`config.mk`:
```
export PLATFORM = sky130hd
export DESIGN_NAME = sfe_top
export DESIGN_NICKNAME = d
export VERILOG_FILES = /design/src/rtl/sfe_pkg.sv /design/src/rtl/sfe_sync.sv /design/src/rtl/sfe_rx.sv /design/src/rtl/sfe_tx.sv /design/src/rtl/sfe_top.sv
export SDC_FILE = /design/constraint.sdc
export NUM_CORES = 1
export LEC_CHECK = 0
export ABC_AREA = 0
export BUFFER_PORTS_ARGS = -buffer_cell sky130_fd_sc_hd__buf_2
export CORE_MARGIN = 2
export CORE_UTILIZATION = 60
export DETAILED_ROUTE_END_ITERATION = 7
export PLACE_DENSITY_LB_ADDON = 0.08
export SLEW_MARGIN = 25
export SYNTH_ARGS = -nofsm -noshare
export SYNTH_HDL_FRONTEND = slang
export SYNTH_HIERARCHICAL = 1
export SYNTH_SLANG_ARGS = --single-unit
```
`constraint.sdc`:
```
create_clock -name clk -period 3.3 [get_ports clk]
set_input_delay 0.66 -clock clk [delete_from_list [all_inputs] [get_ports clk]]
set_output_delay 0.66 -clock clk [all_outputs]
set_load 0.005 [all_outputs]
```
`src/rtl/sfe_pkg.sv`:
```
package sfe_pkg;

  localparam int OP_W     = 8;
  localparam int ADDR_W   = 24;
  localparam int PAGE_W   = 13;
  localparam int OFFS_W   = 10;
  localparam int BYTE_W   = 8;
  localparam int HDR_BITS = OP_W + ADDR_W;
  localparam int SMALL_PAGE = 512;
  localparam int LARGE_PAGE = 528;

  typedef struct packed {
    logic [OP_W-1:0]   op;
    logic [PAGE_W-1:0] page;
    logic [OFFS_W-1:0] offs;
  } sfe_req_t;

  // Split a received header into opcode, page and offset for the page mode.
  function automatic sfe_req_t split_hdr(input logic [HDR_BITS-1:0] hdr,
                                         input logic wide);
    sfe_req_t r;
    r.op = hdr[HDR_BITS-1 -: OP_W];
    if (wide) begin
      r.page = hdr[OFFS_W +: PAGE_W];
      r.offs = hdr[0 +: OFFS_W];
    end else begin
      r.page = hdr[OFFS_W-1 +: PAGE_W];
      r.offs = {1'b0, hdr[0 +: OFFS_W-1]};
    end
    return r;
  endfunction

  function automatic logic [OFFS_W-1:0] last_offs(input logic wide);
    return wide ? OFFS_W'(LARGE_PAGE - 1) : OFFS_W'(SMALL_PAGE - 1);
  endfunction

endpackage

```
`src/rtl/sfe_sync.sv`:
```
module sfe_sync #(
  parameter int           W       = 4,
  parameter logic [W-1:0] RST_VAL = '0
) (
  input  logic         clk,
  input  logic         rst_n,
  input  logic [W-1:0] d,
  output logic [W-1:0] q,
  output logic [W-1:0] rise,
  output logic [W-1:0] fall
);

  logic [W-1:0] st1_q, st2_q, st3_q;

  for (genvar i = 0; i < W; i++) begin : g_bit
    always_ff @(posedge clk or negedge rst_n) begin
      if (!rst_n) begin
        st1_q[i] <= RST_VAL[i];
        st2_q[i] <= RST_VAL[i];
        st3_q[i] <= RST_VAL[i];
      end else begin
        st1_q[i] <= d[i];
        st2_q[i] <= st1_q[i];
        st3_q[i] <= st2_q[i];
      end
    end
    assign rise[i] = st2_q[i] & ~st3_q[i];
    assign fall[i] = ~st2_q[i] & st3_q[i];
  end

  assign q = st2_q;

endmodule

```
`src/rtl/sfe_rx.sv`:
```
module sfe_rx
  import sfe_pkg::*;
#(
  parameter logic [OP_W-1:0] RD_OP = 8'hE8
) (
  input  logic              clk,
  input  logic              rst_n,
  input  logic              abort_q,
  input  logic              cs_q,
  input  logic              cs_fall,
  input  logic              sck_rise,
  input  logic              si_q,
  input  logic              page528,
  input  logic              req_ack,
  output logic              req_valid,
  output sfe_req_t          req,
  output logic              rd_start,
  output logic              rd_phase,
  output logic              wr_valid,
  output logic [BYTE_W-1:0] wr_byte
);

  localparam int CNT_W  = $clog2(HDR_BITS + 1);
  localparam int DCNT_W = $clog2(BYTE_W);

  logic                armed_q, armed_d;
  logic                hdr_q, hdr_d;
  logic [CNT_W-1:0]    cnt_q, cnt_d;
  logic [HDR_BITS-1:0] sh_q, sh_d;
  logic                reqv_q, reqv_d;
  sfe_req_t            req_q, req_d;
  logic                rd_q, rd_d;
  logic                start_q, start_d;
  logic [DCNT_W-1:0]   dcnt_q, dcnt_d;
  logic [BYTE_W-1:0]   dsh_q, dsh_d;
  logic                wrv_q, wrv_d;
  logic [BYTE_W-1:0]   wrb_q, wrb_d;

  always_comb begin
    armed_d = armed_q;
    hdr_d   = hdr_q;
    cnt_d   = cnt_q;
    sh_d    = sh_q;
    reqv_d  = reqv_q;
    req_d   = req_q;
    rd_d    = rd_q;
    start_d = 1'b0;
    dcnt_d  = dcnt_q;
    dsh_d   = dsh_q;
    wrv_d   = 1'b0;
    wrb_d   = wrb_q;
    if (!abort_q) begin
      armed_d = 1'b0;
      hdr_d   = 1'b0;
      cnt_d   = '0;
      reqv_d  = 1'b0;
      rd_d    = 1'b0;
      dcnt_d  = '0;
    end else begin
      if (reqv_q && req_ack) begin
        reqv_d = 1'b0;
      end
      if (cs_fall) begin
        armed_d = 1'b1;
        hdr_d   = 1'b0;
        cnt_d   = '0;
        rd_d    = 1'b0;
        dcnt_d  = '0;
      end else if (cs_q) begin
        armed_d = 1'b0;
        rd_d    = 1'b0;
      end else if (armed_q && sck_rise) begin
        if (!hdr_q) begin
          sh_d  = {sh_q[HDR_BITS-2:0], si_q};
          cnt_d = cnt_q + 1'b1;
          if (cnt_q == CNT_W'(HDR_BITS - 1)) begin
            hdr_d  = 1'b1;
            reqv_d = 1'b1;
            req_d  = split_hdr(sh_d, page528);
            if (req_d.op == RD_OP) begin
              rd_d    = 1'b1;
              start_d = 1'b1;
            end
          end
        end else if (!rd_q) begin
          dsh_d  = {dsh_q[BYTE_W-2:0], si_q};
          dcnt_d = dcnt_q + 1'b1;
          if (dcnt_q == DCNT_W'(BYTE_W - 1)) begin
            wrv_d = 1'b1;
            wrb_d = dsh_d;
          end
        end
      end
    end
  end

  always_ff @(posedge clk or negedge rst_n) begin
    if (!rst_n) begin
      armed_q <= 1'b0;
      hdr_q   <= 1'b0;
      cnt_q   <= '0;
      sh_q    <= '0;
      reqv_q  <= 1'b0;
      req_q   <= '0;
      rd_q    <= 1'b0;
      start_q <= 1'b0;
      dcnt_q  <= '0;
      dsh_q   <= '0;
      wrv_q   <= 1'b0;
      wrb_q   <= '0;
    end else begin
      armed_q <= armed_d;
      hdr_q   <= hdr_d;
      cnt_q   <= cnt_d;
      sh_q    <= sh_d;
      reqv_q  <= reqv_d;
      req_q   <= req_d;
      rd_q    <= rd_d;
      start_q <= start_d;
      dcnt_q  <= dcnt_d;
      dsh_q   <= dsh_d;
      wrv_q   <= wrv_d;
      wrb_q   <= wrb_d;
    end
  end

  assign req_valid = reqv_q;
  assign req       = req_q;
  assign rd_start  = start_q;
  assign rd_phase  = rd_q;
  assign wr_valid  = wrv_q;
  assign wr_byte   = wrb_q;

  AST_REQ_HELD: assert property (@(posedge clk) disable iff (!rst_n)
    reqv_q && !req_ack && abort_q && !sck_rise |=> reqv_q && $stable(req_q));
  AST_ABORT_IDLE: assert property (@(posedge clk) disable iff (!rst_n)
    !abort_q |=> !reqv_q && !rd_q && !armed_q);
  AST_REQ_IN_FRAME: assert property (@(posedge clk) disable iff (!rst_n)
    $rose(reqv_q) |-> !$past(cs_q));
  AST_NO_WR_IN_READ: assert property (@(posedge clk) disable iff (!rst_n)
    wrv_q |-> !rd_q);

endmodule

```
`src/rtl/sfe_tx.sv`:
```
module sfe_tx
  import sfe_pkg::*;
(
  input  logic              clk,
  input  logic              rst_n,
  input  logic              load,
  input  logic [PAGE_W-1:0] ld_page,
  input  logic [OFFS_W-1:0] ld_offs,
  input  logic              fall,
  input  logic              rd_phase,
  input  logic              page528,
  input  logic [BYTE_W-1:0] rd_data,
  output logic [PAGE_W-1:0] rd_page,
  output logic [OFFS_W-1:0] rd_offs,
  output logic              so_bit
);

  localparam int BIT_W = $clog2(BYTE_W);

  logic [PAGE_W-1:0] page_q, page_d;
  logic [OFFS_W-1:0] offs_q, offs_d;
  logic [BIT_W-1:0]  obit_q, obit_d;
  logic [BYTE_W-1:0] sh_q, sh_d;
  logic              so_q, so_d;
  logic [OFFS_W-1:0] last;

  assign last = last_offs(page528);

  always_comb begin
    page_d = page_q;
    offs_d = offs_q;
    obit_d = obit_q;
    sh_d   = sh_q;
    so_d   = so_q;
    if (load) begin
      page_d = ld_page;
      offs_d = ld_offs;
      obit_d = '0;
    end else if (fall && rd_phase) begin
      if (obit_q == '0) begin
        so_d = rd_data[BYTE_W-1];
        sh_d = {rd_data[BYTE_W-2:0], 1'b0};
      end else begin
        so_d = sh_q[BYTE_W-1];
        sh_d = {sh_q[BYTE_W-2:0], 1'b0};
      end
      obit_d = obit_q + 1'b1;
      if (obit_q == BIT_W'(BYTE_W - 1)) begin
        if (offs_q >= last) begin
          offs_d = '0;
          page_d = page_q + 1'b1;
        end else begin
          offs_d = offs_q + 1'b1;
        end
      end
    end
  end

  always_ff @(posedge clk or negedge rst_n) begin
    if (!rst_n) begin
      page_q <= '0;
      offs_q <= '0;
      obit_q <= '0;
      sh_q   <= '0;
      so_q   <= 1'b0;
    end else begin
      page_q <= page_d;
      offs_q <= offs_d;
      obit_q <= obit_d;
      sh_q   <= sh_d;
      so_q   <= so_d;
    end
  end

  assign rd_page = page_q;
  assign rd_offs = offs_q;
  assign so_bit  = so_q;

  AST_SO_ON_FALL: assert property (@(posedge clk) disable iff (!rst_n)
    !fall |=> $stable(so_q));
  AST_PAGE_WRAP: assert property (@(posedge clk) disable iff (!rst_n)
    !load && fall && rd_phase && obit_q == BIT_W'(BYTE_W - 1) && offs_q == last
    |=> offs_q == '0 && page_q == $past(page_q) + 1'b1);

endmodule

```
`src/rtl/sfe_top.sv`:
```
module sfe_top
  import sfe_pkg::*;
#(
  parameter logic [OP_W-1:0] RD_OP = 8'hE8
) (
  input  logic              clk,
  input  logic              rst_n,
  input  logic              cs_n,
  input  logic              sck,
  input  logic              si,
  input  logic              abort_n,
  input  logic              page528,
  input  logic              busy,
  input  logic              req_ack,
  input  logic [BYTE_W-1:0] rd_data,
  output logic              so,
  output logic              so_oe,
  output logic              active,
  output logic              req_valid,
  output logic [OP_W-1:0]   req_op,
  output logic [PAGE_W-1:0] req_page,
  output logic [OFFS_W-1:0] req_offs,
  output logic              wr_valid,
  output logic [BYTE_W-1:0] wr_byte,
  output logic [PAGE_W-1:0] rd_page,
  output logic [OFFS_W-1:0] rd_offs
);

  localparam int PIN_N   = 4;
  localparam int P_CS    = 0;
  localparam int P_SCK   = 1;
  localparam int P_SI    = 2;
  localparam int P_ABORT = 3;

  logic [PIN_N-1:0] pin_q, pin_rise, pin_fall;
  sfe_req_t         req;
  logic             rd_start, rd_phase, so_bit;

  sfe_sync #(
    .W       (PIN_N),
    .RST_VAL (PIN_N'(1) << P_CS)
  ) u_sync (
    .clk  (clk),
    .rst_n(rst_n),
    .d    ({abort_n, si, sck, cs_n}),
    .q    (pin_q),
    .rise (pin_rise),
    .fall (pin_fall)
  );

  sfe_rx #(.RD_OP(RD_OP)) u_rx (
    .clk      (clk),
    .rst_n    (rst_n),
    .abort_q  (pin_q[P_ABORT]),
    .cs_q     (pin_q[P_CS]),
    .cs_fall  (pin_fall[P_CS]),
    .sck_rise (pin_rise[P_SCK]),
    .si_q     (pin_q[P_SI]),
    .page528  (page528),
    .req_ack  (req_ack),
    .req_valid(req_valid),
    .req      (req),
    .rd_start (rd_start),
    .rd_phase (rd_phase),
    .wr_valid (wr_valid),
    .wr_byte  (wr_byte)
  );

  sfe_tx u_tx (
    .clk     (clk),
    .rst_n   (rst_n),
    .load    (rd_start),
    .ld_page (req.page),
    .ld_offs (req.offs),
    .fall    (pin_fall[P_SCK]),
    .rd_phase(rd_phase),
    .page528 (page528),
    .rd_data (rd_data),
    .rd_page (rd_page),
    .rd_offs (rd_offs),
    .so_bit  (so_bit)
  );

  assign so_oe    = ~pin_q[P_CS] & pin_q[P_ABORT];
  assign so       = so_bit & so_oe;
  assign active   = ~pin_q[P_CS] | busy;
  assign req_op   = req.op;
  assign req_page = req.page;
  assign req_offs = req.offs;

  AST_SO_QUIET_IDLE: assert property (@(posedge clk) disable iff (!rst_n)
    pin_q[P_CS] && !rd_phase |=> !so_oe || $fell(pin_q[P_CS]));

endmodule

```
==> results.sh, run 1 <==
export IMPL_gr_total_overflow=0
export IMPL_outcome="finished, final reports clean"
export IMPL_antenna_found_initial=0
export IMPL_vias=4176
export IMPL_syn_nets=525
export IMPL_post_cts_resized=0
export IMPL_finalCritPeriodShare_pct=77.2
export IMPL_syn_to_final_growth_pct=17.3
export IMPL_clk_pin_slew_ns=0.06
export IMPL_worst_endpoint_required_ns=3.69
export IMPL_grt_pass1_vias=4130
export IMPL_crit_top_cell="ha_1"
export IMPL_finalPower_uw=3490
export IMPL_post_cts_buffers=0
export IMPL_drc=0
export IMPL_drt_wirelength_per_cell_um=16.1
export IMPL_finClkSkew_ns=0.0160
export IMPL_slowest_delay_ns=0.66
export IMPL_cp_start_kind="flop"
export IMPL_cts_max_path_buffers=2
export IMPL_cts_buffers=17
export IMPL_layout_nets=612
export IMPL_diodes=0
export IMPL_place_worst_setup_slack_ns=0.467
export IMPL_rsz0062_at_grt="false"
export IMPL_reg2reg_depth=7
export IMPL_drtIter0Drc=223
export IMPL_hp_class="input port to async pin"
export IMPL_ant_nets=0
export IMPL_synth_area_um2=6170
export IMPL_grt_use_total_pct=23.1
export IMPL_clock_latency_ns=0.51
export IMPL_root_buffer="clkbuf_8"
export IMPL_pin_count=84
export IMPL_drive_above_1_share_pct=36.1
export IMPL_worst_pin_slew_ns=0.829
export IMPL_cts_num_sinks=136
export IMPL_die_area_um2=11100
export IMPL_slew_headroom_pct=44.6
export IMPL_setup_ws_ns=0.751
export IMPL_synthCells=494
export IMPL_cts_tree="done"
export IMPL_vias_per_cell=5.73
export IMPL_initial_core_util_pct=60.8
export IMPL_routabilityCongestion=0.867
export IMPL_cts_hold_buf=0
export IMPL_cts_max_level=4
export IMPL_crit_chain="ha_1, ha_1, a31oi_1, o22a_1, buf_4, or3_1, nand3_1"
export IMPL_fmax_mhz=392
export IMPL_drv_cap=0
export IMPL_dp_final_hpwl_mm=7.94
export IMPL_coreArea_um2=10100
export IMPL_port_buffers=83
export IMPL_period_needed_ns=2.55
export IMPL_cp_arrival_ns=2.94
export IMPL_die_w_um=105
export IMPL_crit_type="flop to flop"
export IMPL_grt_first_pass_wirelength_mm=20.3
export IMPL_dr_pass1_iters=5
export IMPL_crit_fanout=19
export IMPL_avgSynthCellArea_um2=12.5
export IMPL_r2r_setup_slack_ns=0.75
export IMPL_vdd_drop_max_v=0.000326
export IMPL_cpMaxStageDelayCell="o22a_1"
export IMPL_drv_slew=0
export IMPL_end_kind="flop"
export IMPL_ys_warn_count=6
export IMPL_hold_viol=0
export IMPL_rows=37
export IMPL_grt_max_degree=72
export IMPL_drt_total_wl_mm=11.7
export IMPL_power_density_nw_per_um2=483
export IMPL_setup_tns_ns=0
export IMPL_setup_viol=0
export IMPL_power_leakage_uw=0.00367
export IMPL_dieHeight_um=105
## worst paths after layout
check                                startpoint         endpoint
worst max-delay path             u_tx/obit_q[0]  u_tx/rd_page[0]
worst min-delay path                      rst_n  u_tx/rd_page[1]
worst max register to register   u_tx/obit_q[0]  u_tx/rd_page[0]
worst min register to register  u_sync/st1_q[1]      u_sync/q[1]
max in group asynchronous                 rst_n      u_rx/req[8]
min in group clk                           cs_n  u_sync/st1_q[0]
## power by group
group | total [µW] | leakage, µW | internal [µW] | switching, µW
clock network | 1730 | 0.000267 | 1070 | 655
logic | 77.2 | 0.00162 | 25.1 | 52.2
registers | 1690 | 0.00179 | 1680 | 7.63
total | 3490 | 0.00367 | 2780 | 714
## flip-flops by register name (all words and copies together), names as in the netlist, 4 cells and up
register / cells
u_sync/q: 4
u_rx/sh_q: 31
u_rx/cnt_q: 6
u_tx/rd_page: 13
u_rx/req: 31
u_tx/rd_offs: 10
u_sync/st1_q: 4
u_rx/wr_byte: 8
u_rx/dsh_q: 7
u_tx/sh_q: 7
## routing by layer
layer	vias up	routed length [µm]	track usage, %
met5	-	0	0
met3	12	572	5.57
li1	1970	-	-
met2	118	5380	34.2
met4	0	136	8.86
met1	2076	5620	33.3
## area by class of cell
type	instances	area (µm²)
Sequential cell	136	3410
Clock inverter	7	68.8
Inverter	9	33.8
Timing Repair Buffer	90	487
Clock buffer	24	480
Multi-Input combinational cell	327	2590
Tap cell	136	170
Fill cell	715	2910
## through the flow
step | utilization, % | hold slack (ns) | cells | area [µm²]
finish | 71.3 | 0.137 | 729 | 7230
detailed placement | 65.9 | 0.339 | 698 | 6680
global route | 71.3 | 0.185 | 729 | 7230
CTS | 71.3 | 0.152 | 729 | 7230
global placement | 65.9 | 0.335 | 698 | 6680
floorplan | - | 0.331 | 494 | 6170
## critical path, delay by kind of cell, from the launching register on
| family | cells | cell delay, ns |
|---|---|---|
| compound gates | 2 | 1.17 |
| fa+ha+maj | 2 | 0.39 |
| flops | 1 | 0.38 |
| buf+inv | 1 | 0.28 |
| simple gates | 2 | 0.20 |
## layout by cell type, fill, tap and decap left out, types with 3 or more instances in the layout
cell type / n
a21oi_1: 18
a22o_1: 6
a22oi_1: 7
a31oi_1: 4
and3_1: 3
buf_2: 82
buf_4: 6
clkbuf_1: 3
clkbuf_16: 16
clkbuf_8: 5
clkinv_2: 3
dfrtp_1: 133
dfstp_2: 3
ha_1: 14
inv_1: 9
mux2_1: 6
mux2_2: 73
mux2_4: 10
mux2i_1: 10
nand2_1: 31
nand2b_1: 5
nand3_1: 17
nand4_1: 5
nor2_1: 14
nor2b_1: 10
nor3_1: 11
nor4b_1: 3
o21a_1: 3
o21ai_0: 32
or3_1: 6
or4_1: 3
xnor2_1: 4
xor2_1: 4
(Power assumes the default switching activity.)
==> run 2: changes to the inputs <==
- CORE_UTILIZATION: 60 -> 58
- clock period: 3.3 -> 2.5 ns (I/O delays scaled with it)
==> results.sh, run 2 (synthesized netlist as in run 1, its figures left out) <==
export IMPL_worst_endpoint_required_ns=2.94
export IMPL_setup_ws_ns=0.354
export IMPL_grt_use_total_pct=23.1
export IMPL_crit_fanout=6
export IMPL_layout_common_cells="dfrtp_1 (133), buf_2 (82), mux2_2 (73)"
export IMPL_drt_total_wl_mm=12.1
export IMPL_drtIter0Drc=294
export IMPL_ant_nets=0
export IMPL_worst_pin_slew_ns=0.490
export IMPL_crit_type="flop to flop"
export IMPL_dr_pass1_iters=5
export IMPL_vias_per_cell=5.67
export IMPL_drc=0
export IMPL_fmax_mhz=466
export IMPL_cpMaxStageDelayCell="dfrtp_1"
export IMPL_finClkSkew_ns=0.00859
export IMPL_outcome="finished, final reports clean"
export IMPL_cts_num_sinks=136
export IMPL_clk_pin_slew_ns=0.06
export IMPL_whs_ns=0.0948
export IMPL_cp_arrival_ns=2.59
export IMPL_cts_buffers=17
export IMPL_rows=37
export IMPL_cts_max_path_buffers=2
export IMPL_drive_above_1_share_pct=37.4
export IMPL_cp_start_kind="flop"
export IMPL_diodes=0
export IMPL_clock_latency_ns=0.51
export IMPL_routabilityCongestion=0.861
export IMPL_die_area_um2=11500
export IMPL_final_util_pct=72.1
export IMPL_path_buf_inv=0
export IMPL_vias=4193
export IMPL_drv_slew=0
export IMPL_end_kind="flop"
export IMPL_power_density_nw_per_um2=685
export IMPL_worstSetupStartpoint="u_tx/rd_page[0]"
export IMPL_dp_final_hpwl_mm=8.23
export IMPL_layout_nets=623
export IMPL_hp_class="input port to flop"
export IMPL_coreArea_um2=10300
export IMPL_grt_pass1_vias=4216
export IMPL_power_leakage_uw=0.00377
export IMPL_pin_count=84
export IMPL_antenna_found_initial=0
export IMPL_cts_tree="done"
export IMPL_rsz0062_at_grt="false"
export IMPL_path_delay_family="simple AND/OR/NAND/NOR gates"
export IMPL_reg2reg_from="u_tx/rd_page[0]"
export IMPL_setup_tns_ns=0
export IMPL_grt_first_pass_wirelength_mm=20.9
export IMPL_hold_viol=0
export IMPL_drt_wirelength_per_cell_um=16.3
export IMPL_drv_cap=0
export IMPL_crit_chain="ha_1, nand2_1, or3_1, or3_1, or4_1, nand3_1"
export IMPL_final_common_cell="dfrtp_1"
export IMPL_hold_start="cs_n"
export IMPL_grt_max_degree=58
export IMPL_port_buffers=83
export IMPL_syn_to_final_growth_pct=20.8
export IMPL_place_area_um2=6770
export IMPL_n_fill_cell=724
export IMPL_crit_top_cell="or3_1"
export IMPL_setup_viol=0
export IMPL_multiInputGateArea_um2=2590
export IMPL_place_worst_setup_slack_ns=0.0680
export IMPL_finalCritPeriodShare_pct=85.9
export IMPL_vdd_drop_max_v=0.000445
export IMPL_dieHeight_um=107
export IMPL_slowest_delay_ns=0.44
export IMPL_period_needed_ns=2.15
export IMPL_gr_total_overflow=0
export IMPL_root_buffer="clkbuf_8"
export IMPL_cts_max_level=4
export IMPL_initial_core_util_pct=59.7
export IMPL_die_w_um=107
export IMPL_seq_area_um2=3410
export IMPL_stdcell_area_um2=7450
export IMPL_slew_headroom_pct=67.1
[run 2: worst register-to-register path, stage by stage (launching register included)]
cell,delay (ns)
dfrtp_1,0.44
ha_1,0.25
nand2_1,0.15
or3_1,0.39
or3_1,0.35
or4_1,0.41
nand3_1,0.10
[run 2: area by class of cell]
cell class                 instances  area share, %
sequential                       136           45.7
multi-input combinational        327           34.7
timing repair buffer             101           7.85
clock buffer                      20           5.98
clock inverter                    11           2.96
tap                              136           2.28
inverter                           9          0.454
[run 2: where the power goes]
group | total (µW) | internal, µW | switching (µW)
sequential | 2230 | 2220 | 10.1
combinational | 108 | 37.6 | 70.3
clock | 2760 | 1870 | 892
[run 2: metal layers]
metal	global-route usage [%]	share of wire, %	up-vias
li1	-	-	1988
met1	32.6	46	2084
met2	35.7	48	108
met3	6.02	4.6	13
met4	6.31	1.2	0
met5	0	0	-
[run 2: what timing repair did]
action                    4_1_cts  5_1_grt
hold buffers                    1        0
hold endpoints to repair       36        0
setup buffers                   0        0
gates resized for setup         0        0
[run 2: worst paths after layout]
path                                    end  slack [ns]  cells past startpoint
setup / recovery           u_tx/rd_page[12]        0.35                      6
hold / removal              u_sync/st1_q[0]        0.09                      1
setup reg to reg           u_tx/rd_page[12]        0.35                      6
hold reg to reg                 u_sync/q[2]        0.35                      0
max in group asynchronous   u_sync/st1_q[0]        1.35                      3
min in group asynchronous   u_tx/rd_offs[9]        0.46                      2
[run 2: per-stage QoR]
stage | power [µW] | cells
final | 5100 | 740
after global routing | 5290 | 740
after CTS | 5170 | 740
after detailed placement | 2380 | 708
after global placement | 2370 | 708
after floorplan | 2300 | 494
